File: config.mk
export PLATFORM = sky130hd
export DESIGN_NAME = irq_status_hub
export DESIGN_NICKNAME = d
export VERILOG_FILES = /design/src/rtl/irq_hub_pkg.sv /design/src/rtl/irq_ci_watch.sv /design/src/rtl/irq_src_slot.sv /design/src/rtl/irq_reg_port.sv /design/src/rtl/irq_status_hub.sv
export SDC_FILE = /design/constraint.sdc
export NUM_CORES = 1
export LEC_CHECK = 0
export CAP_MARGIN = 15
export CORE_MARGIN = 5
export CORE_UTILIZATION = 45
export CTS_BUF_LIST = sky130_fd_sc_hd__clkbuf_8
export DETAILED_ROUTE_END_ITERATION = 10
export PLACE_DENSITY = 0.81
export SYNTH_ARGS = -nofsm -noshare
export SYNTH_HDL_FRONTEND = slang
export SYNTH_HIERARCHICAL = 1
export SYNTH_SLANG_ARGS = --single-unit
File: constraint.sdc
create_clock -name clk -period 2.7 [get_ports clk]
set_input_delay 0.27 -clock clk [delete_from_list [all_inputs] [get_ports clk]]
set_output_delay 0.27 -clock clk [all_outputs]
set_load 0.005 [all_outputs]
File: src/rtl/irq_hub_pkg.sv
`timescale 1ns/1ps
package irq_hub_pkg;
  localparam int unsigned NSRC = 4;

  typedef enum int unsigned {
    SRC_HDLC = 0,
    SRC_SYNC = 1,
    SRC_CI   = 2,
    SRC_TRX  = 3
  } src_e;

  localparam int unsigned ADR_SUM  = 0;
  localparam int unsigned ADR_MASK = 1;
  localparam int unsigned ADR_LAST = 5;

  // bit of source i in the summary and mask registers
  function automatic int unsigned sum_pos(input int unsigned i);
    return 2 * i;
  endfunction

  // detail register address of source i
  function automatic int unsigned det_addr(input int unsigned i);
    return i + 2;
  endfunction
endpackage

File: src/rtl/irq_ci_watch.sv
`timescale 1ns/1ps
module irq_ci_watch #(
  parameter int unsigned W = 4
) (
  input  logic         clk,
  input  logic         rst,
  input  logic [W-1:0] ci_in,
  output logic         chg
);
  logic [W-1:0] ci_q;

  always_ff @(posedge clk) begin
    if (rst) ci_q <= '0;
    else     ci_q <= ci_in;
  end

  assign chg = (ci_in != ci_q);
endmodule

File: src/rtl/irq_src_slot.sv
`timescale 1ns/1ps
module irq_src_slot #(
  parameter int unsigned W      = 4,
  parameter bit          STICKY = 1'b1
) (
  input  logic         clk,
  input  logic         rst,
  input  logic         evt,
  input  logic [W-1:0] cause,
  input  logic         clr,
  output logic         pend,
  output logic [W-1:0] detail
);
  logic         pend_q;
  logic [W-1:0] det_q;

  always_ff @(posedge clk) begin
    if (rst) pend_q <= 1'b0;
    else     pend_q <= evt | (pend_q & ~clr);
  end

  generate
    if (STICKY) begin : g_sticky
      always_ff @(posedge clk) begin
        if (rst)      det_q <= '0;
        else if (evt) det_q <= (clr ? '0 : det_q) | cause;
        else if (clr) det_q <= '0;
      end
    end else begin : g_value
      always_ff @(posedge clk) begin
        if (rst)      det_q <= '0;
        else if (evt) det_q <= cause;
      end
    end
  endgenerate

  assign pend   = pend_q;
  assign detail = det_q;
endmodule

File: src/rtl/irq_reg_port.sv
`timescale 1ns/1ps
module irq_reg_port
  import irq_hub_pkg::*;
#(
  parameter int unsigned ADDR_W = 3,
  parameter int unsigned DATA_W = 8,
  parameter int unsigned SRC_W  = 4
) (
  input  logic              clk,
  input  logic              rst,
  input  logic [ADDR_W-1:0] addr,
  input  logic              wr,
  input  logic              rd,
  input  logic [DATA_W-1:0] wdata,
  input  logic [NSRC-1:0]   pend,
  input  logic [SRC_W-1:0]  det [NSRC],
  output logic [DATA_W-1:0] rdata,
  output logic [DATA_W-1:0] mask,
  output logic [NSRC-1:0]   en,
  output logic [NSRC-1:0]   clr
);
  logic [DATA_W-1:0] mask_q;
  logic [DATA_W-1:0] rdata_q;
  logic [DATA_W-1:0] word;

  always_comb begin
    word = '0;
    if (addr == ADDR_W'(ADR_SUM)) begin
      for (int i = 0; i < NSRC; i++)
        word[sum_pos(i)] = pend[i] & ~mask_q[sum_pos(i)];
    end else if (addr == ADDR_W'(ADR_MASK)) begin
      word = mask_q;
    end else begin
      for (int i = 0; i < NSRC; i++)
        if (addr == ADDR_W'(det_addr(i)))
          word = DATA_W'(det[i]);
    end
  end

  genvar g;
  generate
    for (g = 0; g < NSRC; g++) begin : g_src
      assign clr[g] = rd & (addr == ADDR_W'(det_addr(g)));
      assign en[g]  = ~mask_q[sum_pos(g)];
    end
  endgenerate

  always_ff @(posedge clk) begin
    if (rst) begin
      mask_q  <= '1;
      rdata_q <= '0;
    end else begin
      if (wr && addr == ADDR_W'(ADR_MASK)) mask_q <= wdata;
      if (rd) rdata_q <= word;
    end
  end

  assign rdata = rdata_q;
  assign mask  = mask_q;
endmodule

File: src/rtl/irq_status_hub.sv
`timescale 1ns/1ps
module irq_status_hub
  import irq_hub_pkg::*;
#(
  parameter int unsigned ADDR_W = 3,
  parameter int unsigned DATA_W = 8,
  parameter int unsigned SRC_W  = 4
) (
  input  logic              clk,
  input  logic              rst,
  input  logic [ADDR_W-1:0] bus_addr,
  input  logic              bus_wr,
  input  logic              bus_rd,
  input  logic [DATA_W-1:0] bus_wdata,
  output logic [DATA_W-1:0] bus_rdata,
  input  logic              hdlc_evt,
  input  logic [SRC_W-1:0]  hdlc_cause,
  input  logic              sync_evt,
  input  logic [SRC_W-1:0]  sync_cause,
  input  logic [SRC_W-1:0]  ci_in,
  input  logic              trx_evt,
  input  logic [SRC_W-1:0]  trx_cause,
  output logic              irq
);
  logic [NSRC-1:0]   evt_v;
  logic [NSRC-1:0]   pend_v;
  logic [NSRC-1:0]   clr_v;
  logic [NSRC-1:0]   en_v;
  logic [SRC_W-1:0]  cause_a [NSRC];
  logic [SRC_W-1:0]  det_a   [NSRC];
  logic [DATA_W-1:0] mask_q;
  logic              ci_chg;

  irq_ci_watch #(.W(SRC_W)) u_ci (
    .clk   (clk),
    .rst   (rst),
    .ci_in (ci_in),
    .chg   (ci_chg)
  );

  assign evt_v[SRC_HDLC]   = hdlc_evt;
  assign evt_v[SRC_SYNC]   = sync_evt;
  assign evt_v[SRC_CI]     = ci_chg;
  assign evt_v[SRC_TRX]    = trx_evt;
  assign cause_a[SRC_HDLC] = hdlc_cause;
  assign cause_a[SRC_SYNC] = sync_cause;
  assign cause_a[SRC_CI]   = ci_in;
  assign cause_a[SRC_TRX]  = trx_cause;

  genvar g;
  generate
    for (g = 0; g < NSRC; g++) begin : g_slot
      irq_src_slot #(
        .W      (SRC_W),
        .STICKY (g != SRC_CI)
      ) u_slot (
        .clk    (clk),
        .rst    (rst),
        .evt    (evt_v[g]),
        .cause  (cause_a[g]),
        .clr    (clr_v[g]),
        .pend   (pend_v[g]),
        .detail (det_a[g])
      );
    end
  endgenerate

  irq_reg_port #(
    .ADDR_W (ADDR_W),
    .DATA_W (DATA_W),
    .SRC_W  (SRC_W)
  ) u_port (
    .clk   (clk),
    .rst   (rst),
    .addr  (bus_addr),
    .wr    (bus_wr),
    .rd    (bus_rd),
    .wdata (bus_wdata),
    .pend  (pend_v),
    .det   (det_a),
    .rdata (bus_rdata),
    .mask  (mask_q),
    .en    (en_v),
    .clr   (clr_v)
  );

  assign irq = |(pend_v & en_v);
endmodule

# ---- After elaboration in Yosys (flattened, before gate mapping)
# Index checks and enable logic that the tools add are counted.
dict set report classes {
  n_bitwise 28
  reduce_logical 3
  eq_ne 6
  muxes 19
}
# operator count
set op_table {}
lappend op_table {{4-bit 2-to-1 mux} 9}
lappend op_table {{8-bit 2-to-1 mux} 2}
lappend op_table {{1-bit AND} 12}
lappend op_table {{4-bit bitwise OR} 3}
lappend op_table {{1-bit 2-to-1 mux} 8}
lappend op_table {{1-bit NOT} 8}
lappend op_table {{3-bit by 2-bit equality test with 1-bit output, second input constant} 2}
lappend op_table {{3-bit equality test, second input constant} 2}
lappend op_table {{4-bit AND} 1}
lappend op_table {{4-bit inequality test} 1}
lappend op_table {{1-bit bitwise OR} 4}
lappend op_table {{4-bit OR reduction} 1}
lappend op_table {{3-bit by 1-bit equality test with 1-bit output, second input constant} 1}
lappend op_table {{3-bit logical NOT} 1}
lappend op_table {{1-bit logical AND} 1}
dict set report word_totals {
  regBits 40
  wordCells 67
  output_inout_bits 9
}

# ---- Depth between registers and ports, before layout
# Gate-level depths: netlist of the first run.
dict set report logic_depth {
  word_depth 7
  depth_mapped 5
  mapped_depth_nobuf 4
}

# ---- Hierarchy
# The synthesis of the first run kept the hierarchy.
# module instances cells_per_inst area_each_um2 seq_area_each_um2
set by_module_without_submodules {}
lappend by_module_without_submodules {irq_reg_port 1 119 958.4 320.3}
lappend by_module_without_submodules {{irq_src_slot at g_slot[0].u_slot ...} 3 20 175.2 100.1}
lappend by_module_without_submodules {{irq_src_slot at g_slot[2].u_slot} 1 17 181.4 100.1}
lappend by_module_without_submodules {irq_ci_watch 1 13 146.4 80.1}
lappend by_module_without_submodules {irq_status_hub 1 3 18.8 0.0}

# ---- Worst setup path after synthesis of the first run
# Ideal clock, no wire load.
dict set report synth_path {
  path_type {input port to flip-flop}
  start {input port bus_addr[1]}
  end {register u_port.mask_q[0] (netlist: u_port/mask[0])}
  required_ns 2.580
  path_stages 5
  setup_time_ns 0.120
  setup_slack_ns 1.502
  arrival_ns 1.079
  path_cell_list {nor3b_4 > and2_4 > buf_6 > nor2_1 > a211o_1}
}
dict set report synth_via {
  elab_chain_cells 2
}
# item line
set synth_rtl {}
lappend synth_rtl {{start, declared} irq_status_hub.sv:11} ;# input logic [ADDR_W-1:0] bus_addr,
lappend synth_rtl {{3-bit by 1-bit equality test with 1-bit output} irq_reg_port.sv:53} ;# if (wr && addr == ADDR_W'(ADR_MASK)) mask_q <= wdata;
lappend synth_rtl {{1-bit logical AND} irq_reg_port.sv:53}
lappend synth_rtl {{end signal, assigned} irq_reg_port.sv:53}
lappend synth_rtl {{end, declared} irq_reg_port.sv:22} ;# logic [DATA_W-1:0] mask_q;
# No other way between the ends.
# A chain may end at the register's enable or synchronous reset.

# ---- Worst setup path in the final report of the first run
dict set report layout_path {
  start {register u_port.mask_q[0] (netlist: u_port/mask[0])}
  end {output port irq}
}
dict set report layout_via {
  elab_chain_cells 3
}
# item line
set layout_rtl {}
lappend layout_rtl {{1-bit NOT} irq_reg_port.sv:44} ;# assign en[g] = ~mask_q[sum_pos(g)];
lappend layout_rtl {{named net en_v[0]} irq_status_hub.sv:28} ;# logic [NSRC-1:0] en_v;
lappend layout_rtl {{4-bit AND} irq_status_hub.sv:87} ;# assign irq = |(pend_v & en_v);
lappend layout_rtl {{4-bit OR reduction} irq_status_hub.sv:87}
lappend layout_rtl {{end, declared} irq_status_hub.sv:23} ;# output logic irq
# The timed path passes the listed nets, and every way through them passes these cells.

==> results of run 1 <==
-- power by group through the flow --
stage	clock network, mW	registers [mW]	logic (mW)
2_1_floorplan	0	0.650	0.0986
3_3_place_gp	0	0.657	0.179
3_5_place_dp	0	0.658	0.180
4_1_cts	0.474	0.644	0.182
5_1_grt	0.508	0.648	0.200
6_report	0.463	0.644	0.182
-- tightest hold or removal path, stage by stage (launching register included) --
cell	delay, ns
dfxtp_1	0.31
nand2b_1	0.06
a21oi_1	0.06
-- sequential cells by signal, indices dropped and copies added (netlist names) --
register,flops
u_ci/ci_q,4
u_port/mask,8
u_port/rdata,8
g_slot.u_slot/detail,16
g_slot.u_slot/pend,4
-- cell families (layout without fill, tap and decap cells) --
kind of cell	count (synthesis)	count (layout)
flops	40	40
xor+xnor	4	4
buf+inv	22	65
simple gates	95	95
compound gates	45	45
mux	6	6
-- metal layers --
layer / vias up / track usage (%) / part of all wire, %
met5: - / 0 / 0
met3: 2 / 4.378 / 6.1
met4: 0 / 4.829 / 0.48
met1: 688 / 19.85 / 48
li1: 796 / - / -
met2: 38 / 23.82 / 45
-- cell usage after synthesis (2+ instances only) --
cell type,instances
dfxtp_1,40
nand2_1,31
a21oi_1,24
nand2b_1,23
nor2_1,14
inv_1,13
mux2i_1,6
nor2b_1,6
a211o_1,4
clkbuf_1,4
nand3b_1,4
xnor2_1,4
a22oi_1,3
buf_6,3
nor3_1,3
or3b_1,3
a221o_1,2
a31oi_1,2
and3_1,2
nand3_1,2
nor2b_4,2
o221ai_1,2
-- cell usage in the layout (no fill, tap or decap), drive strengths merged, types with 3 or more instances in the layout --
cell and count:
clkdlybuf4s50 42, clkbuf 5, xnor2 4, nand3b 4, a21oi 24, nor2b 8
nor2 14, a211o 4, dfxtp 40, or3b 3, nor3 3, a22oi 3
nand2 31, nand2b 23, mux2i 6, inv 14
-- per-stage QoR --
stage	setup slack, ns	hold WS (ns)	util [%]	total power, mW	area [um^2]
finish	0.9977	0.4774	59.80	1.289	2375
global route	0.8709	0.4901	59.80	1.356	2375
CTS	0.9902	0.4745	59.80	1.300	2375
detailed placement	0.7134	0.4624	57.09	0.8382	2267
global placement	0.7661	0.4593	57.09	0.8355	2267
floorplan	1.502	0.3391	-	0.7490	1831
-- area by class of cell --
| class | instances | area (um^2) |
|---|---|---|
| clock buffers | 5 | 68.82 |
| clock inverters | 3 | 38.79 |
| multi-input cells | 150 | 919.6 |
| well taps | 50 | 62.56 |
| repair buffers | 44 | 435.4 |
| fillers | 370 | 1597 |
| flip-flops and latches | 40 | 800.8 |
| inverters | 13 | 48.80 |
-- path summary, 6_finish.rpt --
path | startpoint | to | slack, ns | depth (start not counted)
worst max-delay path | u_port/mask[0]$_SDFFE_PP1P_ | irq | 1.0 | 4
worst min-delay path | g_slot[1].u_slot/detail[0]$_SDFF_PP0_ | g_slot[1].u_slot/detail[0]$_SDFF_PP0_ | 0.48 | 2
worst max register to register | u_ci/ci_q[3]$_SDFF_PP0_ | g_slot[2].u_slot/detail[2]$_SDFFE_PP0P_ | 1.50 | 4
worst min register to register | g_slot[1].u_slot/detail[0]$_SDFF_PP0_ | g_slot[1].u_slot/detail[0]$_SDFF_PP0_ | 0.48 | 2
==> reports/metrics.yaml, run 1 <==
yosys-mux-area-fraction_pct: 3.281
row_count: 23
synth_warnings: 6
synthTopCellsByArea: "dfxtp_1 44%, nand2b_1 7.9%, a21oi_1 6.6%"
die_w_um: 73.78
cellPowerDensity_nw_per_um2: 542.8
skew_ns: 0.003616
ant_nets: 0
area_growth_pct: 29.73
postSynthCellCount: 212
cts.sinks: 40
port_buffers: 42
pwr-share-comb_pct: 14.1
post_drt_wl_per_cell_um: 13.07
relSlewSlack_pct: 60.76
drt-pass1-iter-count: 4
drtIter0Drc: 90
clk_latency_ns: 0.28
cp.required_ns: 2.43
crit_type: "flop to primary output"
h-tree-depth: 2
synthAdderAreaFrac_pct: 0
critPathMaxFanout: 3
final_max_slew_viol_count: 0
grt_overflow: 0
die_height_um: 73.78
post_cts_buffers: 0
yosys_register_bits: 40
synth-main-ff-cell: "dfxtp_1"
cts_resized: 0
hold_viol: 0
max_freq_mhz: 587.4
layout-drive-gt1-share_pct: 5.882
min_period_ns: 1.702
async_flop_share_pct: 0
grt_max_degree: 35
p_leak_nw: 0.9971
grt_pass1_wl_mm: 6.361
cts_tree: "yes"
antenna_found_initial: 0
ios: 43
min_path_type: "flop to flop"
final_cells: 305
intPower_mw: 0.9968
critPathSlowestCell: "clkdlybuf4s50_1"
startpoint_type: "flop"
cp.arrival_ns: 1.43
clockBufferDepth: 2
vdd_drop_max_mv: 0.2558
worst_setup_path_end_kind: "primary output"
finalSetupTns_ns: 0
route.detailed.drc: 0
coreArea_um2: 3971
maxCapViolations: 0
setup_viol: 0
yosysTopAreaCellShare_pct: 43.75
viasPerCell: 4.997
crit_family: "buffers and inverters"
seqPwrFrac_pct: 50.0
num_vias: 1524
synth_top_family_by_area: "simple AND/OR/NAND/NOR gates"
die_area_um2: 5443
ys_seq_area_share_pct: 43.75
switching_share_pct: 22.68
min_period_over_period_pct: 63.05
hold_buffers: 0
ys_types: 37
cts_buffers: 5
nets: 288
crit_chain: "inv_1 -> a22oi_1 -> nand2_1 -> clkdlybuf4s50_1"
track_usage_pct: 15.13
synth_top_area_cell: "dfxtp_1"
critPathBufInv: 2
place.gp.congestion: 0.8792
dp_cells: 297
status: "complete, no violations"
synth_xor_area_share_pct: 1.914
worstMarginPinSlew_ns: 0.5868
cts-root-buf: "clkbuf_8"
p_switching_mw: 0.2923
synth_edf_count: 0
diodes: 0
syn-num-nets: 246
pwr-share-clk_pct: 35.9
syn_area_um2: 1831
synth-simple-area-share_pct: 28.37
synth_compound_area_share_pct: 16.68
syn_area_per_cell_um2: 8.634
start_util_pct: 46.09
max_stage_delay_ns: 0.44
wl_mm: 3.987
first_global_vias: 1435
rsz0062_at_grt: "no"
dp_hpwl_mm: 2.958
clk_pin_slew_ns: 0.07
Power figures use the tool's default switching activity.
==> inputs of run 2 (changes only) <==
==> constraint.sdc (replaced) <==
create_clock -name clk -period 1.7 [get_ports clk]
set_input_delay 0.17 -clock clk [delete_from_list [all_inputs] [get_ports clk]]
set_output_delay 0.17 -clock clk [all_outputs]
set_load 0.005 [all_outputs]
==> run 2 against run 1 <==
  * Wire length is 2.3% higher
  * Worst setup slack worse by 0.87 ns
  * First-iteration DRC count is 44% lower
  * Design area is 2.9% higher
  * Cell count is 2.3% higher
  * Clock power is 75% higher
  * Worst hold slack worse by 0.056 ns
  * Sequential power is 58% higher
  * Clock-buffer cell count is 1 higher
==> reports/metrics.yaml, run 2 (same netlist as run 1, synthesis figures left out) <==
nFillCells: 363  # -1.9%
dp_hpwl_mm: 3.123  # +5.6%
post_cts_buffers: 0  # unchanged
num_vias: 1561  # +2.4%
grt_overflow: 0  # unchanged
hold_ws_ns: 0.4214  # -0.05601 ns
finalSetupTns_ns: 0  # unchanged
track_usage_pct: 16.40  # +1.3 points
min_to: "g_slot[0].u_slot/detail[3]$_SDFF_PP0_"
mostFrequentLayoutCell: "clkdlybuf4s50_1"
cp.required_ns: 1.53  # -0.90 ns
maxCapViolations: 0  # unchanged
r2r_start: "u_ci/ci_q[2]$_SDFF_PP0_"
grt_pass1_wl_mm: 6.865  # +7.9%
cts_resized: 0  # unchanged
post_drt_wl_per_cell_um: 13.07  # about the same
cellPowerDensity_nw_per_um2: 873.3  # +61%
routed-wl-met2_mm: 1.897  # +5.7%
max_freq_mhz: 637.1
cp.arrival_ns: 1.40  # -0.03 ns
die_area_um2: 5443  # unchanged
hold_viol: 0  # unchanged
min_path_type: "input pin to flop"
regArea_um2: 803.3  # +0.31%
route.detailed.drc: 0  # unchanged
total_power_mw: 2.134  # +66%
layout-drive-gt1-share_pct: 9.542  # +3.7 points
clk_latency_ns: 0.30  # +0.02 ns
cts-root-buf: "clkbuf_8"
cts_tree: "yes"
cts_buffers: 5  # unchanged
r2r_slack_ns: 0.49  # -1.01 ns
drt-pass1-iter-count: 4  # unchanged
rsz0062_at_grt: "no"
coreArea_um2: 3971  # unchanged
critPathSlowestCell: "clkdlybuf4s50_1"
cts.sinks: 40  # unchanged
viasPerCell: 5.003  # +0.13%
min_path_cells: 3  # +1
relSlewSlack_pct: 77.00  # +16 points
crit_family: "buffers and inverters"
min_period_over_period_pct: 92.34
ant_nets: 0  # unchanged
place.gp.congestion: 0.8555  # -2.7%
grt_max_degree: 23  # -34%
min_period_ns: 1.570
diodes: 0  # unchanged
die_w_um: 73.78  # unchanged
area_growth_pct: 33.49
antenna_found_initial: 0  # unchanged
setup_viol: 0  # unchanged
final_max_slew_viol_count: 0  # unchanged
top_layer: "met4"
status: "complete, no violations"
start_util_pct: 46.09  # unchanged
setup.worst_path.start: "u_port/mask[2]$_SDFFE_PP1P_"
worst_setup_path_end_kind: "primary output"
port_buffers: 42  # unchanged
clk_pin_slew_ns: 0.08  # about the same
wirelength_met1_mm: 1.862  # -3.6%
skew_ns: 0.009028  # +0.005412 ns
row_count: 23  # unchanged
r2r_cells: 4  # unchanged
route.met3.wl_um: 265  # +9.5%
vdd_drop_max_mv: 0.5538  # +120%
worst_r2r_endpoint: "g_slot[2].u_slot/detail[2]$_SDFFE_PP0P_"
p_leak_nw: 1.032  # +3.5%
crit_type: "flop to primary output"
clockBufferDepth: 2  # unchanged
max_stage_delay_ns: 0.44  # about the same
hp-start: "hdlc_cause[3]"
ios: 43  # unchanged
nets: 295  # +2.4%
hold_buffers: 0  # unchanged
critPathBufInv: 2  # unchanged
die_height_um: 73.78  # unchanged
worstMarginPinSlew_ns: 0.3440  # -0.2428 ns
wl_mm: 4.078  # +2.3%
h-tree-depth: 2  # unchanged
multiInputGateArea_um2: 919.6  # unchanged
layout_common_cells: "42 x clkdlybuf4s50_1, 38 x dfxtp_1, 31 x nand2_1"
startpoint_type: "flop"
first_global_vias: 1506  # +4.9%
drtIter0Drc: 50  # -44%
crit_chain: "inv_1 -> a22oi_1 -> nand2_1 -> clkdlybuf4s50_1"
critPathMaxFanout: 3  # unchanged
largest_reg_flops: 16  # unchanged
==> run 2: through the flow <==
step | utilization [%] | cells | setup slack (ns) | area, um^2
final | 61.53 | 312 | 0.1303 | 2444
after global routing | 61.53 | 312 | 0.006919 | 2444
after CTS | 61.47 | 312 | 0.08208 | 2441
after detailed placement | 58.41 | 304 | -0.003487 | 2320
after global placement | 58.41 | 304 | 0.02335 | 2320
after floorplan | - | 212 | 0.6016 | 1831
==> run 2: final cells by class <==
type	instances	area share [%]
tap	50	2.560
multi-input combinational	150	37.63
sequential	40	32.87
clock inverter	2	1.587
clock buffer	6	3.379
timing repair buffer	51	19.97
inverter	13	1.997
==> run 2: worst max path at each step <==
stage | endpoint | slack, ns | depth (start not counted)
final | irq | 0.13 | 4
after global routing | irq | 0.007 | 4
after CTS | irq | 0.08 | 4
after detailed placement | u_port/rdata[2]$_SDFFE_PP0P_ | -0.003 | 5
after global placement | u_port/rdata[2]$_SDFFE_PP0P_ | 0.02 | 5
after floorplan | u_port/mask[2]$_SDFFE_PP1P_ | 0.60 | 5
==> run 2: worst reg2reg max path, cell delays in order, from the launching register on <==
cell     delay (ns)
dfxtp_1        0.31
xnor2_1        0.15
nand4_1        0.32
mux2i_1        0.27
nor2_1         0.05
==> run 2: report_power, final <==
| part | total, mW | internal [mW] | switching [mW] | leakage (nW) |
|---|---|---|---|---|
| Combinational | 0.303 | 0.174 | 0.129 | 0.642 |
| Clock | 0.809 | 0.480 | 0.329 | 0.0614 |
| Sequential | 1.02 | 0.990 | 0.0326 | 0.329 |
| Total | 2.13 | 1.64 | 0.490 | 1.03 |
==> run 2: layer usage <==
| layer | track usage, % | vias up |
|---|---|---|
| met5 | 0 | - |
| met4 | 6.036 | 0 |
| met3 | 4.925 | 5 |
| met2 | 26.38 | 38 |
| met1 | 20.60 | 709 |
| li1 | - | 809 |
==> inputs of run 3 (changes only) <==
==> constraint.sdc (replaced) <==
create_clock -name clk -period 1.5 [get_ports clk]
set_input_delay 0.15 -clock clk [delete_from_list [all_inputs] [get_ports clk]]
set_output_delay 0.15 -clock clk [all_outputs]
set_load 0.005 [all_outputs]
==> run 3 against run 2 <==
  * Global-route usage increased by 0.25 points
  * Worst setup slack lost 0.014 ns
  * First-iteration DRC count grew 72%
  * Design area increased by 0.56%
  * Die area is the same
  * Critical path depth rose by 1
  * Combinational power rose by 17%
  * Worst hold slack lost 0.024 ns
  * Clock skew hardly changed
  * Register-to-register slack got worse by 0.20 ns
  * Utilization increased by 0.35 points
  * Via count grew 2.6%
  * Critical path type is now input pin to flop
  * Largest power group unchanged
==> reports/metrics.yaml, run 3 (same netlist as run 1, synthesis figures left out) <==
min_path_type: "input pin to flop"
diodes: 0  # unchanged
layout_common_cells: "41 x clkdlybuf4s50_1, 37 x dfxtp_1, 31 x nand2_1"
mostFrequentLayoutCell: "clkdlybuf4s50_1"
finish.utilization_pct: 61.88  # +0.35 points
place.gp.congestion: 0.8749  # +2.3%
vdd_drop_max_mv: 0.5916  # +6.8%
setup_viol: 0  # unchanged
dp_cells: 308  # +1.3%
worstMarginPinSlew_ns: 0.3556  # +0.01156 ns
antenna_found_initial: 0  # unchanged
start_util_pct: 46.09  # unchanged
final_cells: 317  # +1.6%
maxCapViolations: 0  # unchanged
nFillCells: 377  # +3.9%
track_usage_pct: 16.65  # +0.25 points
min_period_over_period_pct: 92.23
min_period_ns: 1.383
dp_hpwl_mm: 3.140  # +0.53%
nets: 300  # +1.7%
h-tree-depth: 2  # unchanged
wl_mm: 4.183  # +2.6%
max_freq_mhz: 722.9
area_growth_pct: 34.24
final_max_slew_viol_count: 0  # unchanged
multiInputGateArea_um2: 919.6  # unchanged
p_leak_nw: 1.042  # +0.96%
num_vias: 1602  # +2.6%
clk_pin_slew_ns: 0.08  # about the same
largest_reg_flops: 16  # unchanged
post-place-ws_ns: -0.1903  # -0.1868 ns
clockBufferDepth: 2  # unchanged
ios: 43  # unchanged
status: "complete, no violations"
route.detailed.drc: 0  # unchanged
cts.sinks: 40  # unchanged
hold_viol: 0  # unchanged
die_area_um2: 5443  # unchanged
grt_max_degree: 20  # -13%
crit_type: "input pin to flop"
worst_slack_ns: 0.1166  # -0.01371 ns
hold_ws_ns: 0.3979  # -0.02351 ns
coreArea_um2: 3971  # unchanged
drt-pass1-iter-count: 4  # unchanged
grt_overflow: 0  # unchanged
cp.arrival_ns: 1.61  # +0.21 ns
skew_ns: 0.008669  # -0.0003595 ns
grt_pass1_wl_mm: 7.003  # +2.0%
relSlewSlack_pct: 76.22  # -0.77 points
cts_buffers: 5  # unchanged
cts-root-buf: "clkbuf_8"
die_w_um: 73.78  # unchanged
drtIter0Drc: 86  # +72%
ant_nets: 0  # unchanged
rsz0062_at_grt: "no"
row_count: 23  # unchanged
critPathMaxFanout: 6  # +3
port_buffers: 42  # unchanged
cellPowerDensity_nw_per_um2: 922.6  # +5.7%
viasPerCell: 5.054  # +1.0%
startpoint_type: "input pin"
cts_tree: "yes"
clk_latency_ns: 0.30  # about the same
worst_setup_path_end_kind: "flop"
cp.required_ns: 1.73  # +0.20 ns
regArea_um2: 804.5  # +0.16%
post_drt_wl_per_cell_um: 13.20  # +0.96%
first_global_vias: 1600  # +6.2%
layout-drive-gt1-share_pct: 11.61  # +2.1 points
die_height_um: 73.78  # unchanged
-- run 3: worst max-delay path, cell delays in order --
cell and delay, ns:
clkdlybuf4s50_1 0.57, or2_1 0.37, o41ai_1 0.28, a31oi_1 0.10
nor3_1 0.14
-- run 3: path summary, 6_finish.rpt --
path	from	to	slack [ns]	depth (start not counted)
setup / recovery	bus_addr[1]	u_port/rdata[2]$_SDFFE_PP0P_	0.12	5
hold / removal	hdlc_cause[2]	g_slot[0].u_slot/detail[2]$_SDFF_PP0_	0.40	3
setup reg to reg	u_ci/ci_q[0]$_SDFF_PP0_	g_slot[2].u_slot/detail[2]$_SDFFE_PP0P_	0.29	4
hold reg to reg	g_slot[0].u_slot/detail[0]$_SDFF_PP0_	g_slot[0].u_slot/detail[0]$_SDFF_PP0_	0.48	2
-- run 3: area by class of cell --
| type | instances | share of cell area, % |
|---|---|---|
| well taps | 50 | 2.546 |
| flip-flops and latches | 40 | 32.74 |
| clock inverters | 2 | 0.6110 |
| inverters | 13 | 1.986 |
| clock buffers | 6 | 3.360 |
| repair buffers | 56 | 21.33 |
| multi-input cells | 150 | 37.42 |
-- run 3: metal layers --
layer / track usage [%] / up-vias / wire length [um]
met5: 0 / - / 0
li1: - / 823 / -
met4: 6.036 / 0 / 65
met3: 5.335 / 7 / 319
met2: 27.46 / 39 / 1935
met1: 20.17 / 733 / 1863
-- run 3: repair_timing --
action / 4_1_cts / 5_1_grt
gates resized for setup: 4 / 0
endpoints found under the setup margin: 1 / 0
buffers inserted: 1 / 0
hold buffers: 0 / 0
-- run 3: metrics by stage --
step	cell area (um^2)	total power [mW]	setup TNS [ns]
3_5_place_dp	2350	1.532	-2.481
6_report	2457	2.267	0
3_3_place_gp	2350	1.524	-1.914
2_1_floorplan	1831	1.348	0
5_1_grt	2457	2.372	0
4_1_cts	2457	2.289	0
-- run 3: where the power goes --
part	internal [mW]	switching (mW)
combinational	0.203	0.150
sequential	1.12	0.0362
clock	0.372	0.384
total	1.70	0.570
